## config.mk

```make
export PLATFORM = sky130hd
export DESIGN_NAME = temp_irq_status
export DESIGN_NICKNAME = d
export VERILOG_FILES = /design/src/rtl/temp_irq_status.sv
export SDC_FILE = /design/constraint.sdc
export NUM_CORES = 1
export LEC_CHECK = 0
export ABC_AREA = 1
export BUFFER_PORTS_ARGS = -buffer_cell sky130_fd_sc_hd__buf_2
export CORE_MARGIN = 2
export CORE_UTILIZATION = 35
export CTS_BUF_LIST = sky130_fd_sc_hd__clkbuf_8
export DETAILED_ROUTE_END_ITERATION = 8
export PLACE_DENSITY_LB_ADDON = 0.15
export SYNTH_ARGS = -nofsm -noshare
export SYNTH_HDL_FRONTEND = slang
export SYNTH_SLANG_ARGS = --single-unit
```

## constraint.sdc

```tcl
create_clock -name clk -period 2.5 [get_ports clk]
set_input_delay 0.5 -clock clk [delete_from_list [all_inputs] [get_ports clk]]
set_output_delay 0.5 -clock clk [all_outputs]
set_load 0.02 [all_outputs]
```

## src/rtl/temp_irq_status.sv

```systemverilog
module temp_irq_status #(
  parameter int TW = 8
) (
  input  logic                 clk,
  input  logic                 rst_n,
  input  logic                 cfg_wr,
  input  logic [7:0]           cfg_wdata,
  output logic [7:0]           cfg_rdata,
  input  logic                 stat_rd,
  output logic [5:0]           stat_rdata,
  input  logic                 conv_done,
  input  logic signed [TW-1:0] temp,
  input  logic signed [TW-1:0] hot_lim,
  input  logic signed [TW-1:0] hot_hyst,
  input  logic signed [TW-1:0] os_lim,
  input  logic signed [TW-1:0] os_hyst,
  input  logic [3:0]           ev_in,
  output logic                 irq
);

  logic [7:0] mask, mask_n;
  logic [5:0] status, stat_n, set;
  logic [1:0] above, above_n, tset, mode;
  logic       irq_q;

  function automatic logic nxt_above(input logic cur, input logic signed [TW-1:0] t,
                                     input logic signed [TW-1:0] lim,
                                     input logic signed [TW-1:0] hy);
    if (t > lim) return 1'b1;
    if (t < hy) return 1'b0;
    return cur;
  endfunction

  assign mode       = mask[7:6];
  assign above_n[0] = conv_done ? nxt_above(above[0], temp, hot_lim, hot_hyst) : above[0];
  assign above_n[1] = conv_done ? nxt_above(above[1], temp, os_lim, os_hyst) : above[1];

  for (genvar i = 0; i < 2; i++) begin : g_ch
    assign tset[i] = conv_done & (mode[i] ? (above_n[i] ^ above[i]) : above_n[i]);
  end

  assign set    = {tset[1], ev_in, tset[0]};
  assign stat_n = (stat_rd ? 6'd0 : status) | set;
  assign mask_n = cfg_wr ? cfg_wdata : mask;

  always_ff @(posedge clk or negedge rst_n) begin
    if (!rst_n) begin
      mask   <= 8'h00;
      status <= 6'h00;
      above  <= 2'b00;
      irq_q  <= 1'b0;
    end else begin
      mask   <= mask_n;
      status <= stat_n;
      above  <= above_n;
      irq_q  <= |(stat_n & ~mask_n[5:0]);
    end
  end

  assign cfg_rdata  = mask;
  assign stat_rdata = status;
  assign irq        = irq_q;


  mask_load_chk: assert property (@(posedge clk) disable iff (!rst_n)
    cfg_wr |=> cfg_rdata == $past(cfg_wdata));


  ev_latch_chk: assert property (@(posedge clk) disable iff (!rst_n)
    (|ev_in) |=> ((stat_rdata[4:1] & $past(ev_in)) == $past(ev_in)));


  rd_clear_chk: assert property (@(posedge clk) disable iff (!rst_n)
    (stat_rd && !conv_done && ev_in == 4'd0) |=> stat_rdata == 6'd0);


  rd_keep_chk: assert property (@(posedge clk) disable iff (!rst_n)
    (stat_rd && ev_in[3]) |=> stat_rdata[4]);


  irq_comb_chk: assert property (@(posedge clk) disable iff (!rst_n)
    irq == |(stat_rdata & ~cfg_rdata[5:0]));


  default_set_chk: assert property (@(posedge clk) disable iff (!rst_n)
    (conv_done && !mask[6] && temp > hot_lim) |=> stat_rdata[0]);


  band_hold_chk: assert property (@(posedge clk) disable iff (!rst_n)
    (conv_done && temp <= hot_lim && temp >= hot_hyst) |=> above[0] == $past(above[0]));


  one_shot_quiet_chk: assert property (@(posedge clk) disable iff (!rst_n)
    (conv_done && mask[6] && above[0] && temp > hot_lim && !stat_rd)
      |=> stat_rdata[0] == $past(stat_rdata[0]));

endmodule

```

==> results, run 1 <==
- Using the TritonRoute via totals, the vias-per-cell ratio works out to approximately 4.3.
- Among cell families on the critical path, the largest total delay comes from simple AND/OR/NAND/NOR gates.
- The commonest register cell after synthesis is sky130_fd_sc_hd__dfrtp_1.
- The area growth from synthesis to layout is 29.5%.
- The most common cell after layout, fill and taps aside is sky130_fd_sc_hd__buf_2.
- Counting the fill cells in the layout gives approximately 480.
- Ranked by total cell area, the synthesized netlist is headed by sky130_fd_sc_hd__dfrtp_1 (27%), sky130_fd_sc_hd__ha_1 (24%), sky130_fd_sc_hd__nand2_1 (16%).
- TritonCTS built the clock tree.
- Measured along the x axis, the die boundary spans 70.8 um.
- Walking the worst path, the cells encountered are buf_2 -> ha_1 -> nand2_1 -> inv_1 -> nor2_1 -> o21a_1 -> nand2_1 -> nand2_1 -> nand3_1 -> nand2_2 -> nand3_1 -> nand3_1 -> nand2_2 -> nand2_2 -> nand3_2.
- Clock latency on the worst-skew pair, taken at its later pin, is 250 ps.
- The footprint of the flip-flops and latches is 425 um2.
- The largest single stage delay on the critical path is 340 ps.
- The largest net degree at the start of global routing is 18.
- The residual DRC count is 0.
- The count of state elements after synthesis is 17.
- The post-CTS resize count is 0.
- For this run, asynchronously set or reset flops after synthesis account for 1.00.
- The number of instances in the synthesized netlist is approximately 220.
- Summing every instance area after synthesis gives 1560 um2.
- Setup total negative slack on the finished layout was measured at 0 ps.
- The power density relative to cell area is 413 nW/um2.
- The number of design-rule violations left by the first detailed-router iteration is 42.
- The post-DP HPWL is approximately 3000 um.
- The worst path arrival time is 1900 ps.
- For the pin with the worst max-slew slack, the measured transition is 376 ps.
- Once layout is complete, the utilization of the core stands at 0.468.
- The Yosys step of the flow raised 0 warnings.
- The nature of the critical path startpoint is an input pin.
- The static leakage power is ~1.3 nW.
- The type of the worst min-delay path is in -> async.
- The die area is 5020 um2.
- The die is 70.8 um tall.
- The combined buffer and inverter count along the critical path is 2.
- The number of hold violations in the final report is 0.
- Of the cells placed in the final design, the portion with a size suffix greater than 1 is 0.312.
- The net count of the finished layout is between 300 and 400.
- Global routing finished with a remaining overflow of 0.
- The TritonCTS buffer count is 3.
- The total setup violations reported at the end of the flow is 0.
- The area of the multi-input gates is about 930 um2.
- The starting density of the core is 0.361.
- The startpoint-to-endpoint class of the critical path is in -> reg.
- The cell with the largest stage delay on the worst path is sky130_fd_sc_hd__ha_1.
- Based on the critical path, the design can be clocked at up to 0.565 GHz.
- The post-route clock period utilization is 0.708.
- The number of antenna diodes in the final layout is 0.
- The maximum clock path buffer count is 2.
- The peak ir drop on the vdd network is 317 uV.
- The first-pass GRT wire length is 5950 um.
- The placed standard-cell area is 1980 um2.
- The fraction of the yosys area taken by sequential cells is 0.272.
- A synthesized cell averages 6.98 um2.
- The average wire length per cell after detail routing is 9.68 um.
- The initial antenna violation count came to 0.
- The congestion estimate from routability-driven global placement came to 0.811.
- The buffers inserted during post-CTS setup optimization is 0.
- After clock tree synthesis, the clock-pin slew on the worst setup and hold paths is about 60 ps.
- In this run the remaining antenna-violating nets after routing total 0.
- The clock tree root buffer cell is sky130_fd_sc_hd__clkbuf_8.
- With fillers left out, the area of the finished cells amounts to ~2000 um2.
- STA classifies the critical path endpoint as a register.
- The global-route usage over all layers is 0.146.
- The run finished with clean final reports.
- The number of hold buffers added after CTS is 0.
- The max-slew headroom at the worst pin is 0.747.
- The number of synthesized flops with an enable pin is 0.
- The maximum fanout encountered on the critical timing path is 4.
- The post-synthesis cell type with the largest combined area is sky130_fd_sc_hd__dfrtp_1.
- The count of buffers added on input and output ports is 71.
- The initialized floorplan defines 24 standard-cell rows.
- The pre-antenna-repair detailed-routing pass consisted of 4 iterations.
- Of the post-synthesis cell area, the dominant cell type holds 0.272.
- CTS built an H-tree with a depth of 1.
- The via count of the first global-routing pass is 1405.
- The detailed-route via count is 1500.
- Setup repair after global routing left no endpoint under its margin.
- For the worst setup path, the data required time is 2630 ps.
- The final max-slew violation count is 0.
- The total wire length after detailed routing is between 3000 and 4000 um.
- The total nets after synthesis is 311.
- The reported max-cap violation count is 0.
- The top cell types in the final layout, fill and taps aside, are sky130_fd_sc_hd__buf_2 (71), sky130_fd_sc_hd__nand2_1 (68), sky130_fd_sc_hd__inv_1 (45).
- The clock period could shrink to 1770 ps.
- Across the routed clock network, the largest skew measured is 4.20 ps.
- The count of clock tree sinks is 17.
- Yosys mapped the design onto 20 distinct sky130hd cell types.
- The core region is between 4000 and 5000 um2.
- The number of top-level pins is slightly above 70.
[metal layers]
metal,part of all wire,track usage,up-vias
met4,0.0077,0.0377,0
met1,0.51,0.209,607
met5,0,0,-
li1,-,-,846
met2,0.42,0.225,43
met3,0.062,0.0313,4
[cell usage after synthesis, types with 2 or more instances]
cell type                  n
sky130_fd_sc_hd__nor2_1    9
sky130_fd_sc_hd__nand3_1   6
sky130_fd_sc_hd__inv_1    45
sky130_fd_sc_hd__ha_1     30
sky130_fd_sc_hd__nand2_1  68
sky130_fd_sc_hd__nand2_2   7
sky130_fd_sc_hd__inv_2     8
sky130_fd_sc_hd__o21ai_1   4
sky130_fd_sc_hd__nand4_1   3
sky130_fd_sc_hd__nand3_2   2
sky130_fd_sc_hd__a21oi_1  16
sky130_fd_sc_hd__o21a_1    2
sky130_fd_sc_hd__dfrtp_1  17
[flip-flops by register name, indices dropped and copies added, names as in the netlist]
| name | flops |
|---|---|
| above | 2 |
| cfg_rdata | 8 |
| irq | 1 |
| stat_rdata | 6 |
[per-stage QoR]
step	power, W	cells	hold WS (ps)	setup slack, ps
floorplan	0.000527	224	204	718
global placement	0.000644	346	441	480
detailed placement	0.000646	346	442	439
CTS	0.000851	350	159	714
global route	0.000909	350	174	559
finish	0.000836	350	152	731
[layout make-up]
class                           count  share of cell area
Clock inverter                      1             0.00247
Tap cell                           52              0.0321
Multi-Input combinational cell    153               0.461
Clock buffer                        3              0.0204
Timing Repair Buffer               71               0.176
Inverter                           53              0.0983
Sequential cell                    17               0.210
[worst reg2reg max path, cell delays in order, from the launching register on]
cell and delay (ps):
sky130_fd_sc_hd__dfrtp_1 380, sky130_fd_sc_hd__nand2_1 80, sky130_fd_sc_hd__a21oi_1 80, sky130_fd_sc_hd__nor4_1 390, sky130_fd_sc_hd__nand3_2 100
[cells by family after synthesis]
| kind of cell | count (synthesis) | share of synthesized area |
|---|---|---|
| flip-flops | 17 | 0.272 |
| AND/OR/NAND/NOR | 99 | 0.274 |
| adder cells (fa/ha/maj) | 30 | 0.240 |
| buffers and inverters | 54 | 0.131 |
| AO/OA/AOI/OAI | 24 | 0.0833 |
[path summary, 6_finish.rpt]
| check | depth (start not counted) | endpoint | from | slack, ps |
|---|---|---|---|---|
| worst min-delay path | 1 | stat_rdata[4]$_DFF_PN0_ | rst_n | 150 |
| worst max register to register | 4 | irq$_DFF_PN0_ | stat_rdata[4]$_DFF_PN0_ | 1350 |
| min in group clk | 3 | stat_rdata[2]$_DFF_PN0_ | ev_in[1] | 440 |
| worst min register to register | 2 | stat_rdata[2]$_DFF_PN0_ | stat_rdata[2]$_DFF_PN0_ | 490 |
| max in group asynchronous | 1 | cfg_rdata[5]$_DFF_PN0_ | rst_n | 2080 |
| worst max-delay path | 15 | irq$_DFF_PN0_ | temp[7] | 730 |
[report_power, final]
| group | switching, W | internal [W] | leakage, nW |
|---|---|---|---|
| Combinational | 0.000182 | 0.000130 | 1.07 |
| Sequential | 0.0000174 | 0.000306 | 0.193 |
| Clock | 0.0000900 | 0.000111 | 0.0255 |
| Total | 0.000290 | 0.000546 | 1.29 |
Note: power is estimated with default switching activity, not from simulation.
==> inputs of run 2 (changes only) <==
--- a/config.mk
+++ b/config.mk
@@ -5,7 +5,7 @@
 export SDC_FILE = /design/constraint.sdc
 export NUM_CORES = 1
 export LEC_CHECK = 0
-export ABC_AREA = 1
+export ABC_AREA = 0
 export BUFFER_PORTS_ARGS = -buffer_cell sky130_fd_sc_hd__buf_2
 export CORE_MARGIN = 2
 export CORE_UTILIZATION = 35
==> constraint.sdc (replaced) <==
create_clock -name clk -period 1.6 [get_ports clk]
set_input_delay 0.32 -clock clk [delete_from_list [all_inputs] [get_ports clk]]
set_output_delay 0.32 -clock clk [all_outputs]
set_load 0.02 [all_outputs]
==> run 2 against run 1 <==
Compared with the run above: the run now ends with negative setup slack left; hold slack gained 110 ps; combinational power grew 110%; sequential share of layout area shrank 2.9 points; final cell count shrank 11%; first-iteration DRC count grew 74%; critical path depth shrank 6; core utilization grew 11 points; setup slack lost 950 ps; die area shrank 2.8%; flip-flop and latch count is the same; critical endpoint unchanged; synthesized area shrank 3.0%; wire length grew 11%.
==> results, run 2 <==
- The post-synthesis cell type with the largest combined area is sky130_fd_sc_hd__dfrtp_1.
- The placed standard-cell area is 2140 um2.
- The worst setup path is launched from an input pin.
- The most common cell after layout, fill and taps aside is sky130_fd_sc_hd__buf_2.
- The most frequent cell after synthesis is sky130_fd_sc_hd__inv_1.
- Counting flops with an async set or reset pin after synthesis yields a share of 1.00.
- For this run, the top clock speed supported by timing is 0.550 GHz.
- The fraction of final layout cells with drive strength greater than 1 is 0.464.
- The via count of the first global-routing pass is around 1500.
- The first-pass iteration count of the detailed router is 4.
- The final reports fail on negative setup slack.
- Hold timing on the final database bottoms out at a slack of between 200 and 300 ps.
- The area share of the largest cell type after synthesis is 0.281.
- In this run the worst path has a maximum fanout of 2.
- In this run the number of H-tree levels came out at 1.
- Dividing the synthesized area by the synthesized cell count gives between 8 and 9 um2.
- The worst path setup slack after routing is -217 ps.
- The initial antenna violation count was 0.
- Across the VDD grid, the largest voltage drop is 395 uV.
- The core region is between 4000 and 5000 um2.
- The repair_antennas step left the layout with diodes totalling 0.
- The maximum clock path buffer count is 2.
- Setup repair after global routing could not meet its margin everywhere.
- Adding up every negative setup slack in the final design gives -538 ps.
- The post-synthesis to final-layout area growth is 54.9%.
- After synthesis the netlist holds a flip-flop and latch count of 17.
- The proportion of power drawn by the clock network is 0.206.
- The count of clock tree sinks is 17.
- The residual DRC count is 0.
- The CTS tree is done.
- The final worst clock skew is 0.893 ps.
- The type of the worst min-delay path is in -> reg.
- The switching share of power is 0.341.
- The sequential group share of total power is 0.349.
- The post-route clock period utilization is 1.14.
- The count of cells along the worst register-to-register path is 7.
- For this run, the leading register cell type out of synthesis is sky130_fd_sc_hd__dfrtp_1.
- The clock input transition at the sequential cells of the worst setup and hold paths is 60 ps.
- The cell sitting at the root of the clock tree is a sky130_fd_sc_hd__clkbuf_8.
- The internal power of the cells is 0.000981 W.
- The row count is 23.
- The static leakage power is ~1.2 nW.
- The worst pin sits at a relative slew slack of 0.616.
- For this run the aggregate overflow at the end of global routing stands at 0.
- The finished layout holds 313 standard cells, fillers aside.
- The count of cells along the worst hold path is 3.
- At the later pin of the worst-skew pair, clock insertion delay measures 250 ps.
- The number of nets still failing antenna checks after routing is 0.
- The largest net degree at the start of global routing is 18.
- The number of I/O port buffers is slightly above 70.
- Ranked by total cell area, the synthesized netlist is headed by sky130_fd_sc_hd__dfrtp_1 (28%), sky130_fd_sc_hd__ha_1 (25%), sky130_fd_sc_hd__inv_1 (10%).
- The final max-slew violation count was 0.
- At the placement stage, the worst setup path has a slack of -589 ps.
- By count the netlist is led by sky130_fd_sc_hd__inv_1 (41), sky130_fd_sc_hd__ha_1 (30), sky130_fd_sc_hd__dfrtp_1 (17), sky130_fd_sc_hd__nand2_1 (11), sky130_fd_sc_hd__nor2_1 (8).
- During synthesis, Yosys emitted a total of 0 warnings.
- The die width is between 60 and 70 um.
- For this configuration, the core starts out at a cell density of 0.371.
- The number of synthesized flops with an enable pin is 0.
- At the end of routability-driven placement, the weighted congestion stood at approximately 0.82.
- The number of placed instances, taps included is 308.
- a little over 70 I/O pins were placed.
- The number of inserted filler cells in the final layout is 393.
- Setup violations remaining at the end of the flow were counted as 4.
- The detail-routed via count per cell is 4.71.
- The required time reported for the critical path endpoint is 1740 ps.
- The number of design-rule violations left by the first detailed-router iteration is 73.
- The die covers approximately 5000 um2.
- The type of destination of the critical path is a register.
- In the layout the commonest cells are sky130_fd_sc_hd__buf_2 (64), sky130_fd_sc_hd__inv_1 (39), sky130_fd_sc_hd__ha_1 (20), sky130_fd_sc_hd__buf_4 (20), sky130_fd_sc_hd__dfrtp_1 (17).
- Counting I/O delays and the setup requirement, the final critical path takes roughly 1800 ps.
- Dividing the detail-routed wire length by the instance count gives approximately 12 um.
- The startpoint-to-endpoint class of the critical path is in -> reg.
- The portion of total power attributed to combinational logic is 0.446.
- Summing every instance area after synthesis gives ~1500 um2.
- The register with the most flip-flops in the layout has 8 of them.
- Detailed placement finished with a half-perimeter wire length of 3250 um.
- The detailed-route via count is 1475.
- The final layout contains routed wiring with a total length of 3770 um.
- The cell area after layout is 2350 um2.
- The total nets after synthesis is 257.
- The number of hold violations in the final report is 0.
- The worst path arrival time is 1960 ps.
- The pin slew with the least headroom to its limit is 572 ps.
- The first-pass GRT wire length is between 6000 and 7000 um.
- The flow ran to the end, but the final reports show violations.
- In this run, CTS created clock tree buffers numbering 3.
- The overall die height is 69.8 um.
- The power density relative to cell area is 634 nW/um2.
- The count of unique library cells instantiated by Yosys is 36.
- The reported max-cap violation count is 0.
- The cell count after synthesis came out at 170.
- The fraction of the yosys area taken by sequential cells is 0.281.
- The global-route usage over all layers is 0.161.
- The net count of the finished layout is 351.
- For this design the total switching power over the nets is 0.000508 W.
[run 2: final cells by class]
class,count,area [um2],area share
Sequential cell,17,425,0.181
Clock inverter,1,3.75,0.00160
Timing Repair Buffer,91,556,0.237
Multi-Input combinational cell,110,1080,0.459
Tap cell,50,62.6,0.0266
Inverter,41,181,0.0773
Clock buffer,3,41.3,0.0176
[run 2: layer usage]
metal / GRT usage / share of wire
met1: 0.225 / 0.47
met2: 0.258 / 0.48
met3: 0.0305 / 0.045
met4: 0.0321 / 0.0048
met5: 0 / 0
[run 2: power by group through the flow]
stage	combinational, W	clock (W)	sequential [W]
final	0.000664	0.000306	0.000519
after detailed placement	0.000603	0	0.000528
after global placement	0.000598	0	0.000527
after CTS	0.000624	0.000320	0.000520
after floorplan	0.000292	0	0.000585
after global routing	0.000742	0.000337	0.000530
[run 2: cells by family (layout without fill, tap and decap cells)]
group           after synthesis  after routing  synth area share
compound gates               36             36             0.172
fa+ha+maj                    30             30             0.248
buf+inv                      43            136             0.108
flops                        17             17             0.281
mux                           9              9            0.0644
simple gates                 35             35             0.128
[run 2: worst paths after layout]
check	startpoint	end	slack [ps]
setup / recovery	os_lim[3]	irq$_DFF_PN0_	-220
hold / removal	ev_in[1]	stat_rdata[2]$_DFF_PN0_	260
setup reg to reg	above[1]$_DFF_PN0_	irq$_DFF_PN0_	80
hold reg to reg	stat_rdata[2]$_DFF_PN0_	stat_rdata[2]$_DFF_PN0_	490
max in group asynchronous	rst_n	stat_rdata[0]$_DFF_PN0_	800
min in group asynchronous	rst_n	cfg_rdata[1]$_DFF_PN0_	530
[run 2: stage by stage]
stage / total power (W) / utilization
floorplan: 0.000877 / -
global placement: 0.00112 / 0.524
detailed placement: 0.00113 / 0.524
CTS: 0.00146 / 0.553
global route: 0.00161 / 0.575
finish: 0.00149 / 0.575
[run 2: critical path: stages]
cell and delay (ps):
sky130_fd_sc_hd__buf_8 90, sky130_fd_sc_hd__inv_12 30, sky130_fd_sc_hd__ha_4 140, sky130_fd_sc_hd__or4_4 520
sky130_fd_sc_hd__a221oi_2 180, sky130_fd_sc_hd__a221o_2 200, sky130_fd_sc_hd__nand3_2 60, sky130_fd_sc_hd__nand4bb_1 200
sky130_fd_sc_hd__a32o_1 220
[run 2: repair_timing]
action / in CTS / in global routing
pin swaps: 4 / 5
cloned: 0 / 0
endpoints found under the setup margin: 4 / 4
hold endpoints to repair: 17 / 0
hold buffers: 1 / 0
gates resized for setup: 14 / 15
setup buffers: 0 / 0
